===== src/rtl/bitsel_pkg.sv =====
package bitsel_pkg;
    typedef enum logic [1:0] {
        MODE_WRITE  = 2'd0,
        MODE_HOLD   = 2'd1,
        MODE_DECODE = 2'd2,
        MODE_ZERO   = 2'd3
    } bitsel_mode_e;
endpackage


===== src/rtl/bitsel_mode_dec.sv =====
module bitsel_mode_dec
    import bitsel_pkg::*;
(
    input  logic         en_n,
    input  logic         clr_n,
    output bitsel_mode_e mode
);
    always_comb begin
        unique case ({clr_n, en_n})
            2'b10:   mode = MODE_WRITE;
            2'b11:   mode = MODE_HOLD;
            2'b00:   mode = MODE_DECODE;
            default: mode = MODE_ZERO;
        endcase
    end
endmodule


===== src/rtl/bitsel_addr_dec.sv =====
module bitsel_addr_dec #(
    parameter int ADDR_W   = 3,
    parameter int NUM_BITS = 1 << ADDR_W
) (
    input  logic [ADDR_W-1:0]   addr,
    output logic [NUM_BITS-1:0] hot
);
    for (genvar i = 0; i < NUM_BITS; i++) begin : g_line
        assign hot[i] = (addr == ADDR_W'(i));
    end
endmodule


===== src/rtl/bitsel_latch.sv =====
module bitsel_latch
    import bitsel_pkg::*;
#(
    parameter int ADDR_W = 3
) (
    input  logic                       clk,
    input  logic                       rst_n,
    input  logic [ADDR_W-1:0]          sel_addr,
    input  logic                       din,
    input  logic                       en_n,
    input  logic                       clr_n,
    output logic [(1 << ADDR_W)-1:0]   q_out
);
    localparam int NUM_BITS = 1 << ADDR_W;

    typedef struct packed {
        logic [NUM_BITS-1:0] bits;
    } latch_state_t;

    latch_state_t        state_d, state_q;
    bitsel_mode_e        mode;
    logic [NUM_BITS-1:0] hot;
    logic [NUM_BITS-1:0] pattern;

    bitsel_mode_dec i_mode_dec (
        .en_n  (en_n),
        .clr_n (clr_n),
        .mode  (mode)
    );

    bitsel_addr_dec #(
        .ADDR_W   (ADDR_W),
        .NUM_BITS (NUM_BITS)
    ) i_addr_dec (
        .addr (sel_addr),
        .hot  (hot)
    );

    assign pattern = hot & {NUM_BITS{din}};

    always_comb begin
        state_d = state_q;
        unique case (mode)
            MODE_WRITE:  state_d.bits = (state_q.bits & ~hot) | pattern;
            MODE_HOLD:   state_d.bits = state_q.bits;
            MODE_DECODE: state_d.bits = pattern;
            default:     state_d.bits = '0;
        endcase
        if (!rst_n) begin
            state_d.bits = '0;
        end
    end

    always_ff @(posedge clk) begin
        state_q <= state_d;
    end

    always_comb begin
        unique case (mode)
            MODE_DECODE: q_out = pattern;
            MODE_ZERO:   q_out = '0;
            default:     q_out = state_q.bits;
        endcase
    end
endmodule


===== config.mk =====
export PLATFORM = sky130hd
export DESIGN_NAME = bitsel_latch
export DESIGN_NICKNAME = d
export VERILOG_FILES = /design/src/rtl/bitsel_pkg.sv /design/src/rtl/bitsel_mode_dec.sv /design/src/rtl/bitsel_addr_dec.sv /design/src/rtl/bitsel_latch.sv
export SDC_FILE = /design/constraint.sdc
export NUM_CORES = 1
export LEC_CHECK = 0
export BUFFER_PORTS_ARGS = -buffer_cell sky130_fd_sc_hd__buf_2
export CAP_MARGIN = 20
export CORE_AREA = 2 2 39 41
export CTS_CLUSTER_SIZE = 24
export DETAILED_ROUTE_END_ITERATION = 10
export DIE_AREA = 0 0 41 43
export MAX_ROUTING_LAYER = met4
export PLACE_DENSITY_LB_ADDON = 0.2
export SYNTH_ARGS = -nofsm -noshare
export SYNTH_HDL_FRONTEND = slang
export SYNTH_SLANG_ARGS = --single-unit

===== constraint.sdc =====
create_clock -name clk -period 1.4 [get_ports clk]
set_clock_uncertainty 0.2 [all_clocks]
set_input_delay 0.14 -clock clk [delete_from_list [all_inputs] [get_ports clk]]
set_output_delay 0.14 -clock clk [all_outputs]
set_load 0.1 [all_outputs]

==> flow_summary.json <==
{
  "status": "finished with violations",
  "violations": "setup timing",
  "globalplace.congestion": 0.754,
  "post-route-period-util_pct": 116,
  "min_path_type": "in2reg",
  "synthFlopType": "dfxtp_1",
  "insertion_delay_ns": 0.25,
  "first_pass_iters": 4,
  "cts_max_level": 1,
  "core-area_um2": 1380,
  "layout.cells.non_filler": 97,
  "drive_above_1_share_pct": 45.7,
  "synth.largest_area_cell": "dfxtp_1",
  "reg2reg_depth": 2,
  "yosysSeqAreaShare_pct": 30.9,
  "rr_startpoint": "state_q[7]",
  "netlist_area_um2": 518,
  "worstPathMaxFanout": 4,
  "tightest_slew_ns": 0.389,
  "drc_errors": 0,
  "crit_required_ns": 1.06,
  "finalPower_uw": 570,
  "cts_tree": "done",
  "wire_per_inst_um": 14.5,
  "num_rows": 14,
  "portBuffers": 15,
  "cts_hold_buf": 0,
  "grt_start_max_net_pins": 17,
  "vdd_drop_max_mv": 0.427,
  "period_needed_ns": 1.62,
  "cap_viol_max_count": 0,
  "dp_hpwl_mm": 1.02,
  "cts_sinks": 8,
  "r2r-end": "state_q[7]",
  "initial_core_util_pct": 37.4,
  "synth_nets": 69,
  "cts.clk_slew.worst_paths_ns": 0.05,
  "rsz0062_at_grt": "yes",
  "dieArea_um2": 1760,
  "hold_depth": 3,
  "crit_path_end_kind": "output port",
  "routed_wl_mm": 1.41,
  "antenna_found_initial": 0,
  "area_growth_pct": 78.7,
  "ant_nets": 0,
  "diodes": 0,
  "grt_pass1_vias": 500,
  "clock_path_buffers": 2,
  "drt-vias-per-instance": 5.57,
  "die_y_um": 43,
  "grtUsageTotal_pct": 21.1,
  "yosysWarnings": 0,
  "dieWidth_um": 41,
  "setup_violations": 7,
  "ys_ff_latch": 8,
  "hold_end": "state_q[3]",
  "top_register": "state_q",
  "cts_root_buf": "clkbuf_4",
  "power.density_nw_per_um2": 616,
  "p_leak_uw": 0.000330,
  "num_vias": 540,
  "relSlewSlack_pct": 73.7,
  "yosysTopAreaCellShare_pct": 30.9,
  "io_pins": 16,
  "worstPathArrival_ns": 1.28,
  "hold_viol": 0,
  "fmax_mhz": 618,
  "syn_inst": 61,
  "drtIter0Drc": 6,
  "grt_pass1_wl_mm": 2.37,
  "ys_async_sr_fraction_pct": 0,
  "largest_register_ffs": 8,
  "path_class": "in2out",
  "synth_edf_count": 0,
  "r2r_setup_slack_ns": 0.56,
  "final_max_slew_viol_count": 0,
  "synth_cell_types": 18,
  "netlist_top_cells_area": "dfxtp_1 31%, mux2i_1 15%, nand3_1 7.7%",
  "placedCellCount": 93,
  "min_from": "rst_n",
  "post-route-util_pct": 66.9,
  "syn_area_per_cell_um2": 8.49,
  "numCtsBuffers": 3,
  "nNetsFinal": 91,
  "fin_ws_ns": -0.219,
  "start_kind": "input port",
  "grt_overflow": 0,
  "top_regs": "state_q (8)"
}
per-stage QoR:
step / area, um2 / hold slack, ns / setup TNS [ns] / setup WS [ns]
2_1_floorplan: 613 / 0.134 / -3.09 / -0.636
3_3_place_gp: 840 / 0.258 / -1.36 / -0.228
3_5_place_dp: 840 / 0.268 / -1.44 / -0.245
4_1_cts: 922 / 0.0451 / -0.776 / -0.226
5_1_grt: 926 / 0.0503 / -0.955 / -0.243
6_report: 926 / 0.0485 / -0.714 / -0.219
kinds of logic after synthesis:
| group | after synthesis | share of synthesized area, % |
|---|---|---|
| buffers and inverters | 7 | 7.97 |
| muxes | 8 | 15.5 |
| DFF | 8 | 30.9 |
| AOI/OAI and AO/OA | 8 | 9.66 |
| and+or+nand+nor | 30 | 36.0 |
critical path, cell delays in order:
cell and delay, ns:
buf_6 0.09, or4b_4 0.60, o31ai_4 0.23, buf_12 0.21
cell usage in the layout, fill, tap and decap left out, drive strengths merged:
master,count
buf,24
clkbuf,3
dfxtp,8
mux2i,8
nand2,10
nand2b,2
nand3,8
nand4b,1
nand4bb,1
nor4,1
nor4b,3
nor4bb,3
o21ai,6
o31ai,2
or4b,1
what timing repair did:
| item | in CTS | in global routing |
|---|---|---|
| buffers inserted | 1 | 1 |
| resized for setup | 9 | 1 |
| endpoints found under the setup margin | 8 | 8 |
| pin swaps | 4 | 3 |
worst max-delay path by stage:
stage	startpoint	end	slack, ns	depth (start not counted)
global route	sel_addr[1]	q_out[0]	-0.24	4
CTS	sel_addr[1]	q_out[0]	-0.23	4
global placement	clr_n	q_out[0]	-0.23	4
detailed placement	clr_n	q_out[0]	-0.24	4
finish	sel_addr[1]	q_out[0]	-0.22	4
floorplan	clr_n	q_out[0]	-0.64	3
cell type report:
type	instances	area [um2]
tap	16	20.0
sequential	8	160
multi-input combinational	46	423
timing repair buffer	24	300
fill	105	458
clock buffer	3	22.5
report_power, final:
part	total [uW]	switching [uW]	internal, uW
sequential	233	1.83	231
clock	174	75.7	97.9
combinational	163	95.4	67.8
total	570	173	397
layer usage:
| metal | track usage (%) | part of all wire [%] |
|---|---|---|
| met1 | 26.4 | 44 |
| met2 | 30.9 | 50 |
| met3 | 3.14 | 3.0 |
| met4 | 12.0 | 2.1 |
| met5 | - | 0 |
synthesized netlist by cell type (all sizes together), types with 2 or more instances:
master and instances:
buf 5, clkbuf 2, dfxtp 8, mux2i 8, nand2 10, nand2b 2, nand3 8, nor4b 3
nor4bb 3, o21ai 6, o31ai 2
No activity file was read; power rests on OpenSTA's default activity.
